**src/rtl/sp_pkg.sv**
```systemverilog
package sp_pkg;
  localparam int unsigned OP_W = 4;

  typedef enum logic [OP_W-1:0] {
    OP_NOP         = 4'd0,
    OP_PPB_SET     = 4'd1,
    OP_PPB_CLR_ALL = 4'd2,
    OP_DYB_SET     = 4'd3,
    OP_DYB_CLR     = 4'd4,
    OP_LOCK_SET    = 4'd5,
    OP_RD_DYB      = 4'd6,
    OP_RD_PPB      = 4'd7,
    OP_RD_LOCK     = 4'd8,
    OP_PROG        = 4'd9,
    OP_ERASE       = 4'd10
  } sp_op_e;
endpackage

```
**src/rtl/sp_lock_ctrl.sv**
```systemverilog
module sp_lock_ctrl (
  input  logic clk_i,
  input  logic rst_ni,
  input  logic pw_mode_i,
  input  logic pw_unlock_i,
  input  logic lock_set_i,
  output logic lock_n_o
);
  logic lock_set_q;
  logic unlocked_q;

  always_ff @(posedge clk_i or negedge rst_ni) begin
    if (!rst_ni) begin
      lock_set_q <= 1'b0;
      unlocked_q <= 1'b0;
    end else if (pw_unlock_i && pw_mode_i) begin
      lock_set_q <= 1'b0;
      unlocked_q <= 1'b1;
    end else if (lock_set_i) begin
      lock_set_q <= 1'b1;
    end
  end

  // active low: password mode holds lock until first unlock
  assign lock_n_o = ~(lock_set_q | (pw_mode_i & ~unlocked_q));

  // outside password mode nothing raises a lowered lock
  a_r3_lock_sticky: assert property (@(posedge clk_i) disable iff (!rst_ni)
    (!pw_mode_i && !lock_n_o) |=> !lock_n_o);
endmodule

```
**src/rtl/sp_prot_array.sv**
```systemverilog
module sp_prot_array #(
  parameter int unsigned NUM_SECT = 8,
  localparam int unsigned SECT_W = (NUM_SECT > 1) ? $clog2(NUM_SECT) : 1
) (
  input  logic                clk_i,
  input  logic                rst_ni,
  input  logic                lock_n_i,
  input  logic [SECT_W-1:0]   sect_i,
  input  logic                ppb_set_i,
  input  logic                ppb_clr_all_i,
  input  logic                dyb_set_i,
  input  logic                dyb_clr_i,
  output logic [NUM_SECT-1:0] ppb_o,
  output logic [NUM_SECT-1:0] dyb_o
);
  for (genvar s = 0; s < NUM_SECT; s++) begin : g_sect
    logic hit;
    logic ppb_bit = 1'b0;  // non-volatile: erased state, no reset
    logic dyb_bit;

    assign hit = (sect_i == SECT_W'(s));

    always_ff @(posedge clk_i) begin
      if (ppb_clr_all_i)          ppb_bit <= 1'b0;
      else if (ppb_set_i && hit)  ppb_bit <= 1'b1;
    end

    always_ff @(posedge clk_i or negedge rst_ni) begin
      if (!rst_ni)                dyb_bit <= 1'b0;
      else if (dyb_set_i && hit)  dyb_bit <= 1'b1;
      else if (dyb_clr_i && hit)  dyb_bit <= 1'b0;
    end

    assign ppb_o[s] = ppb_bit;
    assign dyb_o[s] = dyb_bit;
  end

  // persistent bits frozen while locked
  a_r4_ppb_frozen: assert property (@(posedge clk_i) disable iff (!rst_ni)
    !lock_n_i |=> $stable(ppb_o));
endmodule

```
**src/rtl/sp_req_judge.sv**
```systemverilog
module sp_req_judge
  import sp_pkg::*;
#(
  parameter int unsigned NUM_SECT    = 8,
  parameter int unsigned POLL_CYCLES = 4,
  localparam int unsigned SECT_W = (NUM_SECT > 1) ? $clog2(NUM_SECT) : 1,
  localparam int unsigned POLL_W = $clog2(POLL_CYCLES + 1)
) (
  input  logic                clk_i,
  input  logic                rst_ni,
  input  logic                cmd_valid_i,
  input  logic [OP_W-1:0]     cmd_op_i,
  input  logic [SECT_W-1:0]   cmd_sect_i,
  input  logic                lock_n_i,
  input  logic [NUM_SECT-1:0] ppb_i,
  input  logic [NUM_SECT-1:0] dyb_i,
  output logic                ppb_set_o,
  output logic                ppb_clr_all_o,
  output logic                dyb_set_o,
  output logic                dyb_clr_o,
  output logic                lock_set_o,
  output logic                allow_o,
  output logic                deny_o,
  output logic                reject_o,
  output logic                rd_valid_o,
  output logic                rd_data_o,
  output logic                poll_o
);
  logic [POLL_W-1:0] poll_cnt_q;
  logic accept, is_pe, is_ppb_cmd, is_rd, rd_bit, prot;
  logic allow_d, deny_d, reject_d;

  assign accept = cmd_valid_i && (poll_cnt_q == '0);
  assign prot   = ppb_i[cmd_sect_i] | dyb_i[cmd_sect_i];

  always_comb begin
    is_pe      = 1'b0;
    is_ppb_cmd = 1'b0;
    is_rd      = 1'b0;
    rd_bit     = 1'b0;
    lock_set_o = 1'b0;
    dyb_set_o  = 1'b0;
    dyb_clr_o  = 1'b0;
    case (cmd_op_i)
      OP_PPB_SET, OP_PPB_CLR_ALL: is_ppb_cmd = accept;
      OP_DYB_SET:  dyb_set_o  = accept;
      OP_DYB_CLR:  dyb_clr_o  = accept;
      OP_LOCK_SET: lock_set_o = accept;
      OP_RD_DYB:   begin is_rd = accept; rd_bit = dyb_i[cmd_sect_i]; end
      OP_RD_PPB:   begin is_rd = accept; rd_bit = ppb_i[cmd_sect_i]; end
      OP_RD_LOCK:  begin is_rd = accept; rd_bit = lock_n_i; end
      OP_PROG, OP_ERASE: is_pe = accept;
      default: ;
    endcase
  end

  assign ppb_set_o     = is_ppb_cmd && lock_n_i && (cmd_op_i == OP_PPB_SET);
  assign ppb_clr_all_o = is_ppb_cmd && lock_n_i && (cmd_op_i == OP_PPB_CLR_ALL);
  assign allow_d       = is_pe && !prot;
  assign deny_d        = is_pe && prot;
  assign reject_d      = is_ppb_cmd && !lock_n_i;

  always_ff @(posedge clk_i or negedge rst_ni) begin
    if (!rst_ni) begin
      allow_o    <= 1'b0;
      deny_o     <= 1'b0;
      reject_o   <= 1'b0;
      rd_valid_o <= 1'b0;
      rd_data_o  <= 1'b0;
      poll_cnt_q <= '0;
    end else begin
      allow_o    <= allow_d;
      deny_o     <= deny_d;
      reject_o   <= reject_d;
      rd_valid_o <= is_rd;
      rd_data_o  <= is_rd && rd_bit;
      if (deny_d)                 poll_cnt_q <= POLL_W'(POLL_CYCLES);
      else if (poll_cnt_q != '0)  poll_cnt_q <= poll_cnt_q - 1'b1;
    end
  end

  assign poll_o = (poll_cnt_q != '0);

  // at most one result pulse per cycle
  a_r7_one_result: assert property (@(posedge clk_i) disable iff (!rst_ni)
    $onehot0({allow_o, deny_o, reject_o, rd_valid_o}));
  // deny coincides with poll phase
  a_r8_deny_polls: assert property (@(posedge clk_i) disable iff (!rst_ni)
    deny_o |-> poll_o);
  // commands during poll produce nothing
  a_r8_poll_ignores: assert property (@(posedge clk_i) disable iff (!rst_ni)
    (poll_o && cmd_valid_i) |=> !(allow_o || deny_o || reject_o || rd_valid_o));
  // read data quiet without valid
  a_r9_rd_quiet: assert property (@(posedge clk_i) disable iff (!rst_ni)
    !rd_valid_o |-> !rd_data_o);
endmodule

```
**src/rtl/sp_manager.sv**
```systemverilog
module sp_manager #(
  parameter int unsigned NUM_SECT    = 8,
  parameter int unsigned POLL_CYCLES = 4,
  localparam int unsigned SECT_W = (NUM_SECT > 1) ? $clog2(NUM_SECT) : 1
) (
  input  logic              clk_i,
  input  logic              rst_ni,
  input  logic              pw_mode_i,
  input  logic              pw_unlock_i,
  input  logic              cmd_valid_i,
  input  logic [3:0]        cmd_op_i,
  input  logic [SECT_W-1:0] cmd_sect_i,
  output logic              allow_o,
  output logic              deny_o,
  output logic              reject_o,
  output logic              rd_valid_o,
  output logic              rd_data_o,
  output logic              poll_o
);
  logic lock_n, lock_set, ppb_set, ppb_clr_all, dyb_set, dyb_clr;
  logic [NUM_SECT-1:0] ppb, dyb;

  sp_lock_ctrl i_lock (
    .clk_i       (clk_i),
    .rst_ni      (rst_ni),
    .pw_mode_i   (pw_mode_i),
    .pw_unlock_i (pw_unlock_i),
    .lock_set_i  (lock_set),
    .lock_n_o    (lock_n)
  );

  sp_prot_array #(.NUM_SECT(NUM_SECT)) i_array (
    .clk_i         (clk_i),
    .rst_ni        (rst_ni),
    .lock_n_i      (lock_n),
    .sect_i        (cmd_sect_i),
    .ppb_set_i     (ppb_set),
    .ppb_clr_all_i (ppb_clr_all),
    .dyb_set_i     (dyb_set),
    .dyb_clr_i     (dyb_clr),
    .ppb_o         (ppb),
    .dyb_o         (dyb)
  );

  sp_req_judge #(.NUM_SECT(NUM_SECT), .POLL_CYCLES(POLL_CYCLES)) i_judge (
    .clk_i         (clk_i),
    .rst_ni        (rst_ni),
    .cmd_valid_i   (cmd_valid_i),
    .cmd_op_i      (cmd_op_i),
    .cmd_sect_i    (cmd_sect_i),
    .lock_n_i      (lock_n),
    .ppb_i         (ppb),
    .dyb_i         (dyb),
    .ppb_set_o     (ppb_set),
    .ppb_clr_all_o (ppb_clr_all),
    .dyb_set_o     (dyb_set),
    .dyb_clr_o     (dyb_clr),
    .lock_set_o    (lock_set),
    .allow_o       (allow_o),
    .deny_o        (deny_o),
    .reject_o      (reject_o),
    .rd_valid_o    (rd_valid_o),
    .rd_data_o     (rd_data_o),
    .poll_o        (poll_o)
  );
endmodule

```
**config.mk**
```make
export PLATFORM = sky130hd
export DESIGN_NAME = sp_manager
export DESIGN_NICKNAME = d
export VERILOG_FILES = /design/src/rtl/sp_pkg.sv /design/src/rtl/sp_lock_ctrl.sv /design/src/rtl/sp_prot_array.sv /design/src/rtl/sp_req_judge.sv /design/src/rtl/sp_manager.sv
export SDC_FILE = /design/constraint.sdc
export NUM_CORES = 1
export LEC_CHECK = 0
export CAP_MARGIN = 20
export CELL_PAD_IN_SITES_DETAIL_PLACEMENT = 2
export CELL_PAD_IN_SITES_GLOBAL_PLACEMENT = 2
export CORE_AREA = 2 2 69 71
export CTS_CLUSTER_DIAMETER = 120
export DETAILED_ROUTE_END_ITERATION = 12
export DIE_AREA = 0 0 71 73
export GPL_TIMING_DRIVEN = 0
export PLACE_DENSITY_LB_ADDON = 0.1
export REMOVE_ABC_BUFFERS = 1
export SYNTH_ARGS = -nofsm -noshare
export SYNTH_HDL_FRONTEND = slang
export SYNTH_HIERARCHICAL = 1
export SYNTH_SLANG_ARGS = --single-unit
```
**constraint.sdc**
```tcl
create_clock -name clk_i -period 3 [get_ports clk_i]
set_clock_uncertainty 0.15 [all_clocks]
set_input_delay 0.6 -clock clk_i [delete_from_list [all_inputs] [get_ports clk_i]]
set_output_delay 0.6 -clock clk_i [all_outputs]
set_load 0.01 [all_outputs]
```
Word-level counts from Yosys, hierarchy flattened. Index checks and enable logic that the tools add are counted.

$add $sub $neg: 1. Multiply operators: 0. Div/mod/pow operators: 0. Magnitude comparators: 1. Eq/ne operators: 17. Shift operators: 0. Muxes and demuxes: 31. Bitwise operators: 5. Reductions and logical operators: 50.

Operators with widths (count): logical AND 1 bit (33); 2-to-1 mux 1 bit (26); nonzero test 2 bit (10); equality test 4 x 3 -> 1 bit, second input constant (4); equality test 3 bit, second input constant (4); equality test 4 bit, second input constant (3); equality test 4 x 2 -> 1 bit, second input constant (2); binary-select mux 1 bit (select 3 bit) (2); equality test 3 x 2 -> 1 bit, second input constant (2); logical NOT 3 bit (2); 2-to-1 mux 3 bit (2); equality test 4 x 1 -> 1 bit, second input constant (1); less-than comparator 3 x 4 -> 1 bit, second input constant (1); OR reduction 2 bit (2); equality test 3 x 1 -> 1 bit, second input constant (1); one-hot mux 1 bit (3 select lines) (1); nonzero test 3 bit (1); OR reduction 3 bit (1); subtractor 3 x 1 -> 3 bit, second input constant (1); inverter 1 bit (2); OR 1 bit (2); bitwise AND 1 bit (1); logical NOT 1 bit (1).

Bits in registers: 26. Bits in latches: 0. Bits in writable memories: 0. Bits in read-only memories: 0. Output and inout port bits: 6. Memories: 0.

Logic depth before layout (Yosys ltp). Gate-level depths: netlist of the first run.

Depth in word-level cells: 7. Gate-level depth with buffers: 8. Gate-level depth less buffers: 7.

Cells and area by module. Netlist of the first run, hierarchy kept.

By module, submodules not included: sp_prot_array (instances 1, cells each 86, area each 855.8 sq um, seq. area each 360.3 sq um); sp_req_judge (instances 1, cells each 51, area each 596.8 sq um, seq. area each 200.2 sq um); sp_lock_ctrl (instances 1, cells each 7, area each 73.8 sq um, seq. area each 50.0 sq um).

Worst setup path after synthesis of the first run. No wires, ideal clock.

Path type: register to register. From: reg i_judge.poll_cnt_q[0]. To: reg i_array.g_sect[0].dyb_bit. Data arrival time: 2252 ps. Data required time: 2728 ps. Path slack: 476 ps. Cell stages (with the launch flop): 8. Path buffers: 0. Path through: dfrtp_1 > inv_1 > ha_1 > nand3b_1 > or3b_1 > nor3_1 > or4b_1 > a32o_1.

Longest elaborated chain between the ends: 5.

Ends and longest elaborated chain: start: declaration (RTL line sp_req_judge.sv:29) `logic [POLL_W-1:0] poll_cnt_q;`; start signal: assignment (RTL line sp_req_judge.sv:77) `if (deny_d) poll_cnt_q <= POLL_W'(POLL_CYCLES);`; start signal: assignment (RTL line sp_req_judge.sv:78) `else if (poll_cnt_q != '0) poll_cnt_q <= poll_cnt_q - 1'b1;`; logical NOT 3 bit (RTL line sp_req_judge.sv:33) `assign accept = cmd_valid_i && (poll_cnt_q == '0);`; logical AND 1 bit (RTL line sp_req_judge.sv:33); 2-to-1 mux 1 bit (RTL line sp_req_judge.sv:44) `case (cmd_op_i)`; via dyb_clr (RTL line sp_manager.sv:20) `logic lock_n, lock_set, ppb_set, ppb_clr_all, dyb_set, dyb_clr;`; logical AND 1 bit (RTL line sp_prot_array.sv:31) `else if (dyb_clr_i && hit) dyb_bit <= 1'b0;`; nonzero test 2 bit (no source line); end signal: assignment (RTL line sp_prot_array.sv:29) `if (!rst_ni) dyb_bit <= 1'b0;`; end signal: assignment (RTL line sp_prot_array.sv:30) `else if (dyb_set_i && hit) dyb_bit <= 1'b1;`; end signal: assignment (RTL line sp_prot_array.sv:31); end: declaration (RTL line sp_prot_array.sv:19) `logic dyb_bit;`.

The timed path passes the listed nets, and every way through them passes these cells. A chain may end at the register's enable or synchronous reset.

Worst setup path after layout of the first run.
From: in cmd_sect_i[0]. To: reg i_judge.poll_cnt_q[2].

Longest elaborated chain between the ends: 5.

Ends and longest elaborated chain: start: declaration (RTL line sp_manager.sv:12) `input logic [SECT_W-1:0] cmd_sect_i,`; binary-select mux 1 bit (select 3 bit) (RTL line sp_req_judge.sv:34) `assign prot = ppb_i[cmd_sect_i] | dyb_i[cmd_sect_i];`; 2-to-1 mux 1 bit (implied by the code) (RTL line sp_req_judge.sv:34); OR 1 bit * (RTL line sp_req_judge.sv:34); logical AND 1 bit * (RTL line sp_req_judge.sv:60) `assign deny_d = is_pe && prot;`; via i_judge.deny_d (RTL line sp_req_judge.sv:31) `logic allow_d, deny_d, reject_d;`; 2-to-1 mux 3 bit / nonzero test 2 bit (equally long branches).

Mark *: on every way through the listed nets, which the timed path passes. The rest lies on a longest branch. The select of a mux whose other input is x is not followed.

==> results of run 1 <==
==> tightest hold or removal path, cell delays in order, from the launching register on <==
cell and delay (ns):
sky130_fd_sc_hd__dfxtp_1 0.32, sky130_fd_sc_hd__inv_1 0.05, sky130_fd_sc_hd__a21oi_1 0.05
==> report_power, final <==
group,internal (mW),switching [mW]
clock network,0.118,0.118
registers,0.426,0.0389
logic,0.153,0.138
==> metal layers <==
metal,GRT usage,vias up,part of all wire
met5,0,-,0
met4,0.0503,0,0.014
met3,0.0207,5,0.022
met2,0.235,12,0.50
met1,0.164,539,0.46
li1,-,491,-
==> cell usage after synthesis <==
cell type                    n
sky130_fd_sc_hd__nand2b_1    2
sky130_fd_sc_hd__a211o_1     1
sky130_fd_sc_hd__nand2_1     6
sky130_fd_sc_hd__o2bb2ai_1   2
sky130_fd_sc_hd__o21a_1      1
sky130_fd_sc_hd__nand3b_1    1
sky130_fd_sc_hd__inv_1      13
sky130_fd_sc_hd__nand4_1     1
sky130_fd_sc_hd__nor4_1      1
sky130_fd_sc_hd__a31oi_1     1
sky130_fd_sc_hd__ha_1        2
sky130_fd_sc_hd__nand4b_1    6
sky130_fd_sc_hd__nor3b_1     2
sky130_fd_sc_hd__o22ai_1     1
sky130_fd_sc_hd__mux2i_4     2
sky130_fd_sc_hd__or4_1       1
sky130_fd_sc_hd__buf_1       1
sky130_fd_sc_hd__a21oi_1     8
sky130_fd_sc_hd__buf_6       1
sky130_fd_sc_hd__or3b_1      1
sky130_fd_sc_hd__clkbuf_1    1
sky130_fd_sc_hd__or2_1       1
sky130_fd_sc_hd__and4b_1     1
sky130_fd_sc_hd__buf_2       6
sky130_fd_sc_hd__nor3_1      2
sky130_fd_sc_hd__nor2b_1     3
sky130_fd_sc_hd__and3_1      1
sky130_fd_sc_hd__buf_4      16
sky130_fd_sc_hd__mux2_2      1
sky130_fd_sc_hd__nand4bb_1   6
sky130_fd_sc_hd__clkbuf_2    1
sky130_fd_sc_hd__and4_1      1
sky130_fd_sc_hd__a211oi_2    1
sky130_fd_sc_hd__a21oi_2     1
sky130_fd_sc_hd__xnor2_1     2
sky130_fd_sc_hd__nor2_1      7
sky130_fd_sc_hd__dfxtp_1     8
sky130_fd_sc_hd__or4b_1      2
sky130_fd_sc_hd__mux4_1      4
sky130_fd_sc_hd__a41oi_1     1
sky130_fd_sc_hd__a32o_1      6
sky130_fd_sc_hd__dfrtp_1    18
==> cell type report <==
cell class / count / area (um2) / area share
clock buffer: 4 / 55.1 / 0.0334
inverter: 13 / 48.8 / 0.0296
multi-input combinational: 79 / 698 / 0.423
sequential: 26 / 611 / 0.370
tap: 54 / 67.6 / 0.0409
timing repair buffer: 17 / 170 / 0.103
==> worst max path at each step <==
| stage | end | slack, ns | cells past startpoint | start |
|---|---|---|---|---|
| floorplan | i_array/g_sect[0].dyb_bit | 0.48 | 7 | i_judge/poll_cnt_q[0] |
| global placement | i_array/g_sect[0].dyb_bit | -0.35 | 6 | cmd_valid_i |
| detailed placement | i_array/g_sect[0].dyb_bit | -0.36 | 6 | cmd_valid_i |
| CTS | i_judge/poll_cnt_q[2] | 0.08 | 5 | cmd_sect_i[0] |
| global route | i_judge/poll_cnt_q[2] | 0.02 | 5 | cmd_sect_i[0] |
| finish | i_judge/poll_cnt_q[2] | 0.11 | 5 | cmd_sect_i[0] |
==> sequential cells by signal, summed over array words and instances (netlist names) <==
name	flops
i_lock/unlocked_q	1
i_judge/allow_o	1
i_lock/lock_set_q	1
i_judge/rd_valid_o	1
i_judge/deny_o	1
i_array/g_sect.dyb_bit	8
i_judge/poll_cnt_q	3
i_array/g_sect.ppb_bit	8
i_judge/rd_data_o	1
i_judge/reject_o	1
==> stage by stage <==
step / utilization / setup TNS (ns) / setup WS [ns] / power (mW)
floorplan: - / 0 / 0.476 / 0.668
global placement: 0.351 / -0.828 / -0.351 / 0.748
detailed placement: 0.351 / -1.29 / -0.362 / 0.770
CTS: 0.364 / 0 / 0.0753 / 1.01
global route: 0.364 / 0 / 0.0189 / 1.06
finish: 0.364 / 0 / 0.111 / 0.991
==> what timing repair did <==
item,in CTS,in global routing
endpoints found under the setup margin,1,0
hold buffers,0,0
gates resized for setup,1,0
endpoints found under the hold margin,0,0
==> cells by family (layout without fill, tap and decap cells) <==
group / Yosys count / in the layout / share of synthesized area
buffers and inverters: 39 / 34 / 0.146
AND/OR/NAND/NOR: 45 / 45 / 0.205
flip-flops: 26 / 26 / 0.400
adder cells (fa/ha/maj): 2 / 2 / 0.0164
multiplexers: 7 / 7 / 0.106
AO/OA/AOI/OAI: 23 / 23 / 0.116
XOR/XNOR: 2 / 2 / 0.0115
==> out/results.txt, run 1 <==
The tools report the TritonCTS sink count as 26. The logs give 0.681 nW for the leakage power total and 0 for the antenna diode count. Worst hold margin: 0.302 ns. For this run, the post-layout net count is 154.

The family of cells with the greatest summed delay on the critical path was buffers and inverters. The number of levels the H-tree was split into is 1, and the final hold violation count is 0. The clock period could shrink to 2.89 ns.

The max-slew violation count was 0. For the placer's final routability congestion estimate, the log shows 0.710. The starting utilization of the core area is 0.337. Required arrival time at the worst endpoint: 3.02 ns.

Sorting the synthesized cells by area gives the leading types as sky130_fd_sc_hd__dfrtp_1 (30%), sky130_fd_sc_hd__dfxtp_1 (10%), sky130_fd_sc_hd__buf_4 (7.9%). The worst-case IR drop observed on VDD is 0.205 mV. Cell type of the slowest stage on the worst timing path: sky130_fd_sc_hd__clkdlybuf4s50_1. Leaving out fill and tap cells, the most frequent cells in the layout are sky130_fd_sc_hd__dfrtp_1 (18), sky130_fd_sc_hd__clkdlybuf4s50_1 (17), sky130_fd_sc_hd__inv_1 (13).

Traced cell by cell, the critical path runs through clkdlybuf4s50_1, mux4_1, mux2i_4, a21oi_2, a211o_1. The share of the synthesized area in the top cell type is 0.295. TritonCTS built the clock tree. The flow ran to the end, and the final reports show no timing, DRC or antenna violations.

The number of maximum-capacitance violations was 0; the number of DRC violations after detailed-routing iteration 0 was 54. Global routing finished with a remaining overflow of 0. The sort of element at the start of the critical path was an input pin.

Counting flops and latches in the post-synthesis netlist gives 26. The worst register-to-register path begins at i_judge/poll_cnt_q[0]. At the pin with the least slew margin, the transition time is 0.903 ns.

The floorplan step defined a die boundary enclosing 5180 um2. The routed design has 3.22 mm of wire. The floorplan die width is 71 um. The clock latency on the worst-skew pair is 0.28 ns, and the total global-route track usage is 0.133. The tools report the worst hold path endpoint as i_array/g_sect[1].ppb_bit.

The netlist area before placement was 1530 um2; the count of cell types in the netlist was 42. Relative to the synthesized area, the layout overhead comes to 8.11%. The number of standard cells after synthesis was 144.

The die span in y is 73 um. Derived from the worst setup path, the maximum achievable clock frequency is 346 MHz. The clock slew seen by the registers of the worst setup and hold paths is 0.10 ns. Setup repair after global routing left no endpoint under its margin. For the number of vias after detailed routing, the log shows 1047. The placed instances occupy a cell area of 1590 um2. Pin placement for this block handled 18 I/O pins. The peak fanout along the critical path is 24, and the maximum clock path buffer count is 2. The global-route wire length before repair is 5.43 mm. The tools report the core area as 4540 um2. The delay of the slowest critical-path stage came out at 1.01 ns. After synthesis, the mean cell area works out to 10.6 um2. In this run the remaining antenna-violating nets after routing total 0. In the routed design, unresolved DRC markers number 0. The cell sitting at the root of the clock tree is a sky130_fd_sc_hd__clkbuf_8. In the routed layout, each cell is associated on average with a via count of 5.42. The worst hold path depth was 2. The tools report the post-synthesis sequential area ratio as 0.400. The run gives 0 as the number of antenna violations at the first check in global routing. The sort of element at the end of the critical path was a flip-flop. The number of iterations in the first detailed-routing pass was 4; the reg-to-reg setup timing slack was 0.33 ns. Excluding fillers, the count of instances in the completed layout stands at 193. Entering global routing, the biggest net connects 27 pins. The class of the tightest hold or removal check was flip-flop to flip-flop. The endpoint identified for the worst register-to-register timing path is i_array/g_sect[0].dyb_bit. The largest area contributor in the synthesized netlist was sky130_fd_sc_hd__dfrtp_1.

The average detailed-routed wire length per instance was 16.7 um; the critical path arrival was 2.90 ns. The worst setup path is of the input pin to flip-flop kind. Setup violations remaining at the end of the flow were counted as 0. The Yosys step of the flow raised 6 warnings. The worst hold path begins at i_array/g_sect[1].ppb_bit. For this design the ratio of total power to cell area is 601 nW/um2.

The number of global-route vias before repair was 1110; the total placed cells including tap cells was 189. The filler cells instantiated in the layout total 492. For the worst slew slack as a fraction of its limit, the log shows 0.396. After routing the design area is 1650 um2.

Input and output buffers added on the ports amount to 17. The share of cells above drive strength 1 is 0.0719, and the logic depth of the worst register-to-register path is 7. The number of buffers and inverters on the critical path is 1, and the period utilization is 0.963. Counting the buffers created by CTS gives 3. The site row count came out at 25. In this run the post-CTS setup repair buffer count came out at 0. Placed wire-length estimate after detailed placement: 2.26 mm. The library cell used most frequently in the layout, excluding fill and tap cells, is sky130_fd_sc_hd__dfrtp_1.
(Power assumes the default switching activity.)
==> run 2, diff against run 1 <==
- CELL_PAD_IN_SITES_DETAIL_PLACEMENT: 2 -> 1
- CELL_PAD_IN_SITES_GLOBAL_PLACEMENT: 2 -> 1
- CORE_AREA: 2 2 69 71 -> 2 2 63 65
- DIE_AREA: 0 0 71 73 -> 0 0 65 67
==> run 2 against run 1 <==
Net effect: register-to-register slack about the same; first-iteration DRC count shrank 44%; critical path depth unchanged; fmax is 0.58% higher; combinational power about the same; count of clock-buffer cells in the layout unchanged; non-clock buffer count stayed put; die area down 16%; setup slack gained 0.017 ns; clock power decreased by 14%; largest power group unchanged; highest routed layer unchanged.
==> out/results.txt, run 2 (synthesis gave the netlist of run 1 again) <==
The run finished with clean final reports. The pre-CTS setup slack is -0.313 ns (+0.0489 ns). The fraction of met1 tracks used by global routing is 0.200 (+0.0365). The average detailed-routed wire length per instance was 15.2 um (-9.1%); the peak fanout along the critical path was 24 (unchanged).

The run gives 1630 um2 (-1.1%) as the post-route cell area. Accumulated negative setup slack: 0 ns (unchanged). The largest registers in the layout are i_array/g_sect.dyb_bit x8, i_array/g_sect.ppb_bit x8, i_judge/poll_cnt_q x3. The number of DRC violations after detailed-routing iteration 0 was 30 (-44%). The root buffer cell chosen for the clock tree is sky130_fd_sc_hd__clkbuf_8. The shortest clock period the worst path allows after layout works out to 2.87 ns (-0.0168 ns). Worst supply voltage drop on vdd: 0.270 mV (+32%).

The post-cts repair resize count is 1 (unchanged). The met2 demand-to-capacity share in global routing was 0.264 (+0.0295); the number of buffers inserted by post-CTS setup repair was 0 (unchanged). Sort of element at the end of the critical path: a flip-flop. The core area is 3610 um2 (-20%), and the floorplan die width is 65 um (-8.5%).

The period utilization was 0.957 (-0.00559); the number of vias after detailed routing was 1027 (-1.9%). The area of the die was 4360 um2 (-16%). The required arrival time at the worst endpoint was 3.01 ns (about the same); the die span in y was 67 um (-8.2%). The maximum clock path buffer count came out at 2 (unchanged).

The antenna diode count was 0 (unchanged); the worst-case setup margin in the final layout was 0.128 ns (+0.0168 ns). The number of levels the H-tree was split into was 1 (unchanged); the final antenna-violating net count was 0 (unchanged). The final design utilization was 0.453 (+0.0889). The overall overflow remaining after global route is 0 (unchanged). The TritonCTS sink count was 26 (unchanged); the placed wire-length estimate after detailed placement was 2.04 mm (-9.9%). The clock latency on the worst-skew pair is 0.27 ns (about the same).

The run gives 0.155 (+0.0217) as the total global-route track usage. The min-delay analysis places its worst path in the category flip-flop to flip-flop. Final setup violation count: 0 (unchanged).

DRC violation count after routing: 0 (unchanged). TritonCTS built the clock tree. The tools report the pin count of the biggest net entering global routing as 27 (unchanged). The worst setup path is of the input pin to flip-flop kind. The logs give 22 (-12%) for the site row count and 0 (unchanged) for the max-slew violation count. Number of antenna violations at the first check in global routing: 0 (unchanged).

The top cell types in the final layout, fill and taps aside, are sky130_fd_sc_hd__dfrtp_1 (18), sky130_fd_sc_hd__clkdlybuf4s50_1 (17), sky130_fd_sc_hd__inv_1 (13). The final hold violation count is 0 (unchanged). Most common cell after layout, fill and taps aside: sky130_fd_sc_hd__dfrtp_1. Relative to the synthesized area, the layout overhead comes to 6.97%.

After global routing, the most crowded layer is met2. The share of cells above drive strength 1 works out to 0.0647 (-0.00719). Net total in the final layout: 154 (unchanged). The global-route wire length before repair was 5.11 mm (-6.0%). The run gives 1580 um2 (-0.47%) as the total placed instance area.

The run gives 0.675 nW (-0.88%) as the leakage power total. The tools report the highest clock rate as 348 MHz (+0.58%). Setup repair after global routing left no endpoint under its margin. The number of iterations in the first detailed-routing pass was 4 (unchanged).

Number of buffers inserted by port buffering: 17 (unchanged). The starting utilization of the core area was 0.423 (+0.0868); the number of buffers inserted by hold repair at cts was 0 (unchanged). The placer's final routability congestion estimate was 0.718 (+1.1%). The met3 usage was 0.0355 (+0.0148); the critical path arrival was 2.89 ns (about the same). STA classifies the critical path startpoint as an input pin.

The transition time of the tightest slew-check pin works out to 0.906 ns (+0.00313 ns). The power density over the cells is 586 nW/um2 (-2.5%). The run gives 3 (unchanged) as the number of clock buffers inserted by TritonCTS. The run gives 0.394 (-0.00210) as the worst slew slack as a fraction of its limit.

The run gives 0 (unchanged) as the number of maximum-capacitance violations. The total routed wirelength came out at 2.84 mm (-12%). The clock slew seen by the registers of the worst setup and hold paths was 0.09 ns (about the same). The tools report the I/O pin total as 18 (unchanged). The number of vias per cell was 5.49 (+1.2%); the number of global-route vias before repair was 1094 (-1.4%).
==> run 2: cell counts in the layout (fill, tap and decap cells not counted) <==
Identical to the previous run, type by type.
==> run 2: final timing paths <==
check | cells after the start | slack, ns | startpoint | endpoint
worst max-delay path | 5 | 0.13 | cmd_sect_i[0] | i_judge/poll_cnt_q[2]
worst min-delay path | 2 | 0.29 | i_array/g_sect[1].ppb_bit | i_array/g_sect[1].ppb_bit
worst max register to register | 7 | 0.33 | i_judge/poll_cnt_q[0] | i_array/g_sect[0].dyb_bit
worst min register to register | 2 | 0.29 | i_array/g_sect[1].ppb_bit | i_array/g_sect[1].ppb_bit
max in group asynchronous | 1 | 1.53 | rst_ni | i_array/g_sect[6].dyb_bit
min in group asynchronous | 1 | 0.65 | rst_ni | i_judge/poll_cnt_q[1]
==> run 2: per-layer routing <==
metal,vias up,part of all wire
li1,498,-
met4,0,0.0070
met5,-,0
met3,2,0.033
met1,512,0.47
met2,15,0.49
==> run 2: cell type report <==
cell class / count / area [um2]
multi-input cells: 79 / 698
repair buffers: 17 / 170
flip-flops and latches: 26 / 611
inverters: 13 / 48.8
clock buffers: 4 / 45.0
fillers: 407 / 1970
well taps: 48 / 60.1
==> run 2: through the flow <==
step	instances	power [mW]	hold slack, ns
floorplan	118	0.668	0.154
global placement	183	0.748	0.281
detailed placement	183	0.767	0.285
CTS	187	0.976	0.299
global route	187	1.03	0.327
finish	187	0.956	0.295
==> run 2: power by group <==
group,internal (mW),switching (mW)
logic,0.153,0.137
registers,0.426,0.0375
clock network,0.0951,0.108
total,0.674,0.283
==> run 2: critical path: stages <==
cell and delay [ns]:
sky130_fd_sc_hd__clkdlybuf4s50_1 1.00, sky130_fd_sc_hd__mux4_1 0.69, sky130_fd_sc_hd__mux2i_4 0.21, sky130_fd_sc_hd__a21oi_2 0.13, sky130_fd_sc_hd__a211o_1 0.25
